`src/rtl/widen_pkg.sv`:
```
package widen_pkg;
  localparam int SP_W      = 32;
  localparam int SP_EXP_W  = 8;
  localparam int SP_FRAC_W = 23;
  localparam int DP_W      = 64;
  localparam int DP_EXP_W  = 11;
  localparam int DP_FRAC_W = 52;
  localparam int SP_BIAS   = (1 << (SP_EXP_W - 1)) - 1;
  localparam int DP_BIAS   = (1 << (DP_EXP_W - 1)) - 1;
  localparam int PAD_W     = DP_FRAC_W - SP_FRAC_W;
  localparam int REPL_W    = DP_EXP_W - SP_EXP_W;
  localparam int LZC_W     = $clog2(SP_FRAC_W + 1) + 1;
  // exponent of a denormal before renormalizing, in double bias
  localparam int DENORM_BASE = DP_BIAS - (SP_BIAS - 1);

  typedef enum logic [1:0] {
    CLS_NORMAL  = 2'd0,
    CLS_DENORM  = 2'd1,
    CLS_SPECIAL = 2'd2
  } opClass_t;

  typedef struct packed {
    logic loadEn;
    logic clear;
  } widenStrobes_t;
endpackage

```
`src/rtl/widen_classify.sv`:
```
module widen_classify
  import widen_pkg::*;
(
  input  logic [SP_EXP_W-1:0]  expIn,
  input  logic [SP_FRAC_W-1:0] fracIn,
  output opClass_t             cls
);
  logic expAllOnes;
  logic expZero;
  logic fracZero;

  assign expAllOnes = &expIn;
  assign expZero    = ~|expIn;
  assign fracZero   = ~|fracIn;

  // zero/inf/NaN first, then denormal, then normal
  always_comb begin
    if (expAllOnes || (expZero && fracZero)) cls = CLS_SPECIAL;
    else if (expZero)                        cls = CLS_DENORM;
    else                                     cls = CLS_NORMAL;
  end
endmodule

```
`src/rtl/widen_lzc.sv`:
```
module widen_lzc #(
  parameter int W     = 23,
  parameter int CNT_W = $clog2(W + 1) + 1
) (
  input  logic [W-1:0]     vec,
  output logic [CNT_W-1:0] count
);
  always_comb begin
    count = CNT_W'(W);
    for (int i = 0; i < W; i++) begin
      if (vec[i]) count = CNT_W'(W - 1 - i);
    end
  end
endmodule

```
`src/rtl/widen_datapath.sv`:
```
module widen_datapath
  import widen_pkg::*;
#(
  parameter bit REG_OUT = 1'b1
) (
  input  logic              clk,
  input  widenStrobes_t     strb,
  input  logic [SP_W-1:0]   inWord,
  output logic [DP_W-1:0]   outWord
);
  logic                  sgn;
  logic [SP_EXP_W-1:0]   expIn;
  logic [SP_FRAC_W-1:0]  fracIn;
  opClass_t              cls;
  logic [LZC_W-1:0]      lzCount;
  logic [LZC_W-1:0]      shiftAmt;
  logic [SP_FRAC_W-1:0]  shiftedFrac;
  logic [DP_EXP_W-1:0]   denExp;
  logic [DP_W-1:0]       nextWord;

  assign sgn    = inWord[SP_W-1];
  assign expIn  = inWord[SP_W-2 -: SP_EXP_W];
  assign fracIn = inWord[SP_FRAC_W-1:0];

  widen_classify classify_i (
    .expIn  (expIn),
    .fracIn (fracIn),
    .cls    (cls)
  );

  widen_lzc #(.W(SP_FRAC_W), .CNT_W(LZC_W)) lzc_i (
    .vec   (fracIn),
    .count (lzCount)
  );

  assign shiftAmt    = lzCount + LZC_W'(1);
  assign shiftedFrac = fracIn << shiftAmt;
  assign denExp      = DP_EXP_W'(DENORM_BASE) - DP_EXP_W'(shiftAmt);

  always_comb begin
    unique case (cls)
      CLS_SPECIAL: nextWord = {sgn, expIn[SP_EXP_W-1], {REPL_W{expIn[SP_EXP_W-1]}},
                               inWord[SP_W-3:0], {PAD_W{1'b0}}};
      CLS_DENORM:  nextWord = {sgn, denExp, shiftedFrac, {PAD_W{1'b0}}};
      default:     nextWord = {sgn, expIn[SP_EXP_W-1], {REPL_W{~expIn[SP_EXP_W-1]}},
                               inWord[SP_W-3:0], {PAD_W{1'b0}}};
    endcase
  end

  generate
    if (REG_OUT) begin : g_reg
      always_ff @(posedge clk) begin
        if (strb.clear)       outWord <= '0;
        else if (strb.loadEn) outWord <= nextWord;
      end

      assert_hold_R7: assert property (@(posedge clk) disable iff (strb.clear)
        !strb.loadEn |=> $stable(outWord));
    end else begin : g_comb
      assign outWord = nextWord;
    end
  endgenerate

  // replication must agree with an additive rebias
  assert_normal_rebias_R1: assert property (@(posedge clk) disable iff (strb.clear)
    (cls == CLS_NORMAL) |->
      (nextWord[DP_W-2 -: DP_EXP_W] == DP_EXP_W'(expIn) + DP_EXP_W'(DP_BIAS - SP_BIAS)));

  assert_special_exp_R2: assert property (@(posedge clk) disable iff (strb.clear)
    (&expIn) |-> (&nextWord[DP_W-2 -: DP_EXP_W]));

  assert_denorm_exp_range_R3: assert property (@(posedge clk) disable iff (strb.clear)
    (cls == CLS_DENORM) |->
      (nextWord[DP_W-2 -: DP_EXP_W] >= DP_EXP_W'(DENORM_BASE - SP_FRAC_W) &&
       nextWord[DP_W-2 -: DP_EXP_W] <= DP_EXP_W'(DENORM_BASE - 1)));

  assert_zero_R4: assert property (@(posedge clk) disable iff (strb.clear)
    (inWord[SP_W-2:0] == '0) |-> (nextWord[DP_W-2:0] == '0));
endmodule

```
`src/rtl/widen_ctrl.sv`:
```
module widen_ctrl
  import widen_pkg::*;
#(
  parameter bit REG_OUT = 1'b1
) (
  input  logic          clk,
  input  logic          rst,
  input  logic          inValid,
  output widenStrobes_t strb,
  output logic          outValid
);
  assign strb.loadEn = inValid;
  assign strb.clear  = rst;

  generate
    if (REG_OUT) begin : g_reg
      always_ff @(posedge clk) begin
        if (rst) outValid <= 1'b0;
        else     outValid <= inValid;
      end

      assert_valid_follows_R5: assert property (@(posedge clk) disable iff (rst)
        inValid |=> outValid);
      assert_valid_idle_R5: assert property (@(posedge clk) disable iff (rst)
        !inValid |=> !outValid);
      assert_reset_clear_R6: assert property (@(posedge clk)
        rst |=> !outValid);
    end else begin : g_comb
      assign outValid = inValid;
    end
  endgenerate
endmodule

```
`src/rtl/sp_to_dp_widen.sv`:
```
module sp_to_dp_widen
  import widen_pkg::*;
#(
  parameter bit REG_OUT = 1'b1
) (
  input  logic            clk,
  input  logic            rst,
  input  logic            inValid,
  input  logic [SP_W-1:0] inWord,
  output logic            outValid,
  output logic [DP_W-1:0] outWord
);
  widenStrobes_t strb;

  widen_ctrl #(.REG_OUT(REG_OUT)) ctrl_i (
    .clk      (clk),
    .rst      (rst),
    .inValid  (inValid),
    .strb     (strb),
    .outValid (outValid)
  );

  widen_datapath #(.REG_OUT(REG_OUT)) dp_i (
    .clk     (clk),
    .strb    (strb),
    .inWord  (inWord),
    .outWord (outWord)
  );
endmodule

```
`config.mk`:
```
export PLATFORM = sky130hd
export DESIGN_NAME = sp_to_dp_widen
export DESIGN_NICKNAME = d
export VERILOG_FILES = /design/src/rtl/widen_pkg.sv /design/src/rtl/widen_classify.sv /design/src/rtl/widen_lzc.sv /design/src/rtl/widen_datapath.sv /design/src/rtl/widen_ctrl.sv /design/src/rtl/sp_to_dp_widen.sv
export SDC_FILE = /design/constraint.sdc
export NUM_CORES = 1
export LEC_CHECK = 0
export ABC_AREA = 1
export BUFFER_PORTS_ARGS = -buffer_cell sky130_fd_sc_hd__buf_2
export CAP_MARGIN = 0
export CORE_MARGIN = 3
export CORE_UTILIZATION = 35
export DETAILED_ROUTE_END_ITERATION = 6
export PLACE_DENSITY = 0.63
export SYNTH_ARGS = -nofsm -noshare
export SYNTH_HDL_FRONTEND = slang
export SYNTH_HIERARCHICAL = 1
export SYNTH_SLANG_ARGS = --single-unit
```
`constraint.sdc`:
```
create_clock -name clk -period 2.87 [get_ports clk]
set_input_delay 0.574 -clock clk [delete_from_list [all_inputs] [get_ports clk]]
set_output_delay 0.574 -clock clk [all_outputs]
set_load 0.01 [all_outputs]
```
# After elaboration in Yosys (flattened, before gate mapping)
# Cells that the tools add are included.
[totals] register_bits=65 inputBits=35
[classes] n_addsub=2 n_eq_ne=2 shifts=1 muxes=26 n_bitwise=1 reduce_logical=7
[op_table] cell="$mux W6" n=22
[op_table] cell="$pmux W63 S2" n=1
[op_table] cell="$reduce_or A23 Y1" n=1
[op_table] cell="$shl A23 B6 Y23" n=1
[op_table] cell="$sub A10 B6 Y11 const A" n=1
[op_table] cell="$reduce_and A8 Y1" n=1
[op_table] cell="$reduce_or A8 Y1" n=1
[op_table] cell="$add A6 B1 Y6 const B" n=1
[op_table] cell="$eq A2 B1 Y1 const B" n=1
[op_table] cell="$eq A2 B2 Y1 const B" n=1
[op_table] cell="$logic_not A1 Y1" n=2
[op_table] cell="$mux W1" n=2
[op_table] cell="$mux W2" n=1
[op_table] cell="$logic_and A1 B1 Y1" n=1
[op_table] cell="$logic_or A1 B1 Y1" n=1
[op_table] cell="$not A1 Y1" n=1

# Logic depth before layout (Yosys ltp)
[logic_depth] ltp_word=26 depth_mapped=34 ltp_nobuf=33

# Hierarchy
# Netlist, hierarchy kept.
[by_module_without_submodules] mod="widen_datapath" n_inst=1 cells_per_inst=488 area_each_um2=2965.3 seq_area_each_um2=680.7
[by_module_without_submodules] mod="widen_lzc" n_inst=1 cells_per_inst=69 area_each_um2=334.1 seq_area_each_um2=0.0
[by_module_without_submodules] mod="widen_classify" n_inst=1 cells_per_inst=37 area_each_um2=152.6 seq_area_each_um2=0.0
[by_module_without_submodules] mod="widen_ctrl" n_inst=1 cells_per_inst=5 area_each_um2=45.0 seq_area_each_um2=20.0

# Worst setup path after synthesis
# No wires, ideal clock.
[synth_path] path_type="input to register" start="input inWord[5]" end="register dp_i.outWord[49]" t_arrival_ns=2.834 required_ns=2.800 path_slack_ns=-0.034 path_stages=17 n_path_buf=2 path_cell_list="bufinv_8 -> nand3_1 -> nand2_1 -> nand2_1 -> nand2_1 -> nand2_1 -> nand3_1 -> nand3_1 -> a311oi_1 -> ha_1 -> buf_2 -> buf_2 -> o21ai_0 -> nand3_1 -> a21oi_1 -> nand2_1 -> a21oi_1"
[synth_between] elab_chain_cells=21 word_cells_on_any_way=28 cone_classes="add/sub (1); eq/ne (2); shift (1); mux (20); reduce/logical (4)"
[synth_rtl] item="from (decl)" line="sp_to_dp_widen.sv:9" rtl="input logic [SP_W-1:0] inWord,"
[synth_rtl] item="$mux W6 (18 in a row)" line="widen_lzc.sv:11" rtl="if (vec[i]) count = CNT_W'(W - 1 - i);"
[synth_rtl] item="net dp_i.lzCount[1]" line="widen_datapath.sv:15" rtl="logic [LZC_W-1:0] lzCount;"
[synth_rtl] item="$add A6 B1 Y6" line="widen_datapath.sv:36" rtl="assign shiftAmt = lzCount + LZC_W'(1);"
[synth_rtl] item="$shl A23 B6 Y23" line="widen_datapath.sv:37" rtl="assign shiftedFrac = fracIn << shiftAmt;"
[synth_rtl] item="$pmux W63 S2" line="widen_datapath.sv:41" rtl="unique case (cls)"
[synth_rtl] item="to (signal assigned)" line="widen_datapath.sv:54" rtl="else if (strb.loadEn) outWord <= nextWord;"
[synth_rtl] item="to (decl)" line="widen_datapath.sv:9" rtl="output logic [DP_W-1:0] outWord"
# The timed path passes the listed nets, and every way through them passes these cells.
# A chain may end at the register's enable or synchronous reset.

# Worst setup path after layout
[layout_path] start="input inWord[1]" end="register dp_i.outWord[50]"
[layout_between] elab_chain_cells=25 word_cells_on_any_way=32 cone_classes="add/sub (1); eq/ne (2); shift (1); mux (24); reduce/logical (4)"
[layout_rtl] item="$mux W6 (22 in a row)" line="widen_lzc.sv:11"
[layout_rtl] item="net dp_i.lzCount[1]" line="widen_datapath.sv:15"
[layout_rtl] item="$add A6 B1 Y6" line="widen_datapath.sv:36"
[layout_rtl] item="$shl A23 B6 Y23" line="widen_datapath.sv:37"
[layout_rtl] item="$pmux W63 S2" line="widen_datapath.sv:41"
# The timed path passes the listed nets, and every way through them passes these cells.

==> results <==
- The run finished with clean final reports.
- Buffers placed on the I/O ports in this run total 70.
- OpenSTA, run right after detailed placement, puts the worst setup slack at -0.358 ns.
- The detailed router finished its first iteration with 259 violations.
- The hold violation count in the final report is 0.
- The max-slew violation count is 0.
- The aggregate global-route resource usage is 0.214.
- The number of levels in the clock H-tree is 2.
- The HPWL reported at the end of detailed placement is 9.52 mm.
- The clock net sink count is 35.
- Max-cap violations in this run came to 0.
- In the final layout, the share of cells above drive strength 1 is 0.402.
- The netlist area before placement is 0.00350 mm^2.
- After global routing, the most crowded layer is met2.
- The kind of capture point of the worst setup path is a flip-flop.
- The initial antenna violation count is 0.
- Across the VDD grid, the largest voltage drop is 0.000282 V.
- The average instance area after synthesis is 5.84 um^2.
- The arrival time at the worst endpoint is 3.03 ns.
- Relative to the synthesized area, the layout overhead comes to 47.0%.
- The global route total overflow is 0.
- The clock transition at the registers of the reported paths is 0.07 ns.
- The clock root buffer is sky130_fd_sc_hd__clkbuf_8.
- The post-synthesis cell type count is 35.
- The worst setup path is launched from an input port.
- The fraction of the yosys area taken by sequential cells is 0.200.
- The total length of routed wires is 13.1 mm.
- Setup violations remaining at the end of the flow were counted as 0.
- The post-synthesis cell count is 599.
- The synthesis-stage register bit count is 35.
- The highest clock rate is 0.351 GHz.
- Dividing the final minimum period by the clock period gives 0.993.
- The initial utilization of the core area, before any placement, comes to 0.370.
- In the post-synthesis netlist, the biggest area contributors are sky130_fd_sc_hd__dfxtp_1, sky130_fd_sc_hd__nand2_1, sky130_fd_sc_hd__nand3_1.
- The repair_antennas step left the layout with diodes totalling 0.
- Of all cell types, the one taking the most synthesized area is sky130_fd_sc_hd__dfxtp_1.
- After the last flow step, the layout net total stands at 765.
- For met1 alone, demand over resource in global routing was 0.293.
- The count of unresolved DRC violations after routing is 0.
- The post-detailed-route via-to-cell ratio is 5.13.
- The setup path with the least slack is of type in2reg.
- The TritonCTS clock tree is yes.
- Total power for the finished layout comes to 1.80 mW.
- The count of antenna-violating nets left after detailed routing is 0.
- Across the routed clock network, the largest skew measured is 0 ns.
- Setup repair after global routing could not meet its margin everywhere.
- For this design the static power due to leakage is 2.50 nW.
- With fillers left out, the area of the finished cells amounts to 0.00514 mm^2.
- The area share of the largest cell type after synthesis is 0.200.
- Clock latency on the worst-skew pair, taken at its later pin, is 0.28 ns.
- In the global route stage, met3 resource usage came out at 0.0389.
- The pin count of the biggest net entering global routing is 40.
- After floorplanning, the core was sized to cover 0.00946 mm^2.
- Setup slack closes at 0.0204 ns.
- The number of global-route vias before repair came to 3,926.
- In this run the count of I/O pins placed on the die edge is 100.
- Final hold analysis gives a worst-case slack of 0.458 ns.
- Across all register-to-register paths, the minimum setup slack is 2.18 ns.
- The final core utilization is 0.544.
- The width of the die is 106 um.
- The weighted congestion reported at the end of routability-driven placement is 0.974.
- The final route contains 4,397 vias.
- The number of clock buffers added by TritonCTS is 5.
- The count of synthesis-stage warnings from yosys is 6.
- For met2 alone, demand over resource in global routing was 0.353.
- Measured against its own limit, the worst slew margin works out to 0.355.
- In the final routed layout, each cell accounts on average for 15.3 um.
- Power spread over the standard cell area amounts to 351 mW/mm^2.
- The first global-routing pass estimated 19.6 mm of wire.
- At the pin with the least slew margin, the transition time is 0.967 ns.
- The detailed-routing iteration count for the pre-antenna-repair pass is 5.
- Once placement finished, the instance area stood at 0.00434 mm^2.
- Along the worst path, the maximum fanout reaches 10.
- The worst hold-check path type is in2reg.
- The clock passes through at most 2 buffers.
- Subtracting the final worst setup slack from the clock period gives 2.85 ns.
- The most used flip-flop cell after synthesis is sky130_fd_sc_hd__dfxtp_1.
- The floorplan step defined a die boundary enclosing 0.0112 mm^2.
- The floorplan step set the die height to 106 um.
- In this run, synthesis inferred 0 flip-flops with an integrated enable.
- In the synthesized netlist the async set-or-reset flop fraction comes to 0.
- The initialized floorplan defines 35 standard-cell rows.
- For the worst setup path, the data required time is 3.05 ns.
-- metrics by stage --
step,std cells,setup TNS [ns]
after floorplan,627,0
after global placement,840,-6.30
after global routing,857,-4.27
after CTS,848,-0.0264
final,857,0
after detailed placement,840,-7.50
-- area by class of cell --
class,count,area [um^2]
well taps,129,161
clock inverters,2,35.0
inverters,43,218
fillers,978,4320
multi-input cells,483,2740
clock buffers,6,82.6
flip-flops and latches,35,701
repair buffers,159,1200
-- worst max-delay path, stage by stage --
cell and delay [ns]:
sky130_fd_sc_hd__buf_6 0.09, sky130_fd_sc_hd__buf_4 0.12, sky130_fd_sc_hd__o21ai_0 0.17, sky130_fd_sc_hd__nand3_1 0.10
sky130_fd_sc_hd__nand2_1 0.07, sky130_fd_sc_hd__nand2_1 0.06, sky130_fd_sc_hd__nand2_1 0.06, sky130_fd_sc_hd__nand2_1 0.05
sky130_fd_sc_hd__nand3_1 0.08, sky130_fd_sc_hd__nand3_1 0.09, sky130_fd_sc_hd__a311oi_2 0.34, sky130_fd_sc_hd__ha_4 0.23
sky130_fd_sc_hd__nand3_1 0.10, sky130_fd_sc_hd__nand2_2 0.11, sky130_fd_sc_hd__nand2_4 0.15, sky130_fd_sc_hd__nor2_1 0.23
sky130_fd_sc_hd__nand3_1 0.11, sky130_fd_sc_hd__nand4_1 0.18, sky130_fd_sc_hd__a21oi_1 0.09
-- worst paths after layout --
check	startpoint	endpoint	cells past startpoint
max reg2reg	dp_i/outWord[43]	dp_i/outWord[43]	2
max	inWord[1]	dp_i/outWord[50]	19
min reg2reg	dp_i/outWord[63]	dp_i/outWord[63]	2
min	rst	ctrl_i/outValid	2
-- cell usage after synthesis, types with 2 or more instances --
cell type and number:
sky130_fd_sc_hd__nand2_1 166, sky130_fd_sc_hd__nand3_1 96, sky130_fd_sc_hd__a21oi_1 66, sky130_fd_sc_hd__o21ai_0 42, sky130_fd_sc_hd__buf_4 38, sky130_fd_sc_hd__dfxtp_1 35
sky130_fd_sc_hd__nor2_1 34, sky130_fd_sc_hd__inv_1 33, sky130_fd_sc_hd__clkbuf_1 14, sky130_fd_sc_hd__nand4_1 12, sky130_fd_sc_hd__buf_2 11, sky130_fd_sc_hd__inv_2 7
sky130_fd_sc_hd__nand2_2 6, sky130_fd_sc_hd__a21oi_2 3, sky130_fd_sc_hd__buf_6 3, sky130_fd_sc_hd__bufinv_8 3, sky130_fd_sc_hd__ha_1 3, sky130_fd_sc_hd__o21ai_1 3
sky130_fd_sc_hd__a22oi_1 2, sky130_fd_sc_hd__a31oi_1 2, sky130_fd_sc_hd__conb_1 2, sky130_fd_sc_hd__nand3_2 2, sky130_fd_sc_hd__nor2_2 2, sky130_fd_sc_hd__nor4_1 2
sky130_fd_sc_hd__or2_2 2
-- sequential cells by signal, indices dropped and copies added (netlist names) --
register and count:
dp_i/outWord 34, ctrl_i/outValid 1
-- report_power, final --
group | switching [mW] | leakage [nW] | internal [mW]
Combinational | 0.461 | 2.15 | 0.338
Clock | 0.188 | 0.0612 | 0.281
Sequential | 0.0149 | 0.291 | 0.519
Total | 0.665 | 2.50 | 1.14
-- logic make-up (layout without fill, tap and decap cells) --
| logic type | Yosys count | in the layout | synth area share |
|---|---|---|---|
| simple gates | 329 | 330 | 0.424 |
| compound gates | 120 | 120 | 0.179 |
| buf+inv | 110 | 210 | 0.184 |
| flops | 35 | 35 | 0.200 |
| fa+ha+maj | 3 | 3 | 0.0107 |
| other cells | 2 | 30 | 0.00215 |
-- placed cells by master, fill, tap and decap left out, types with 9 or more instances in the layout --
cell type	n
sky130_fd_sc_hd__nand2_1	131
sky130_fd_sc_hd__buf_2	67
sky130_fd_sc_hd__buf_4	66
sky130_fd_sc_hd__nand3_1	62
sky130_fd_sc_hd__a21oi_1	52
sky130_fd_sc_hd__o21ai_0	38
sky130_fd_sc_hd__dfxtp_1	35
sky130_fd_sc_hd__nand2_2	32
sky130_fd_sc_hd__nor2_1	32
sky130_fd_sc_hd__conb_1	30
sky130_fd_sc_hd__inv_1	29
sky130_fd_sc_hd__nand3_2	29
sky130_fd_sc_hd__a21oi_2	17
sky130_fd_sc_hd__buf_6	17
sky130_fd_sc_hd__nand4_1	12
sky130_fd_sc_hd__inv_2	9
-- metal layers --
layer	part of all wire	wire length [um]
met5	0	0
met4	0.015	198
met3	0.060	787
met2	0.48	6360
met1	0.44	5770
-- what timing repair did --
item	in CTS	in global routing
setup endpoints to repair	5	30
pin swaps	1	36
setup buffers	0	6
hold buffers	0	0
gates resized for setup	6	147
cloned	0	3
No activity file was read; power rests on OpenSTA's default activity.
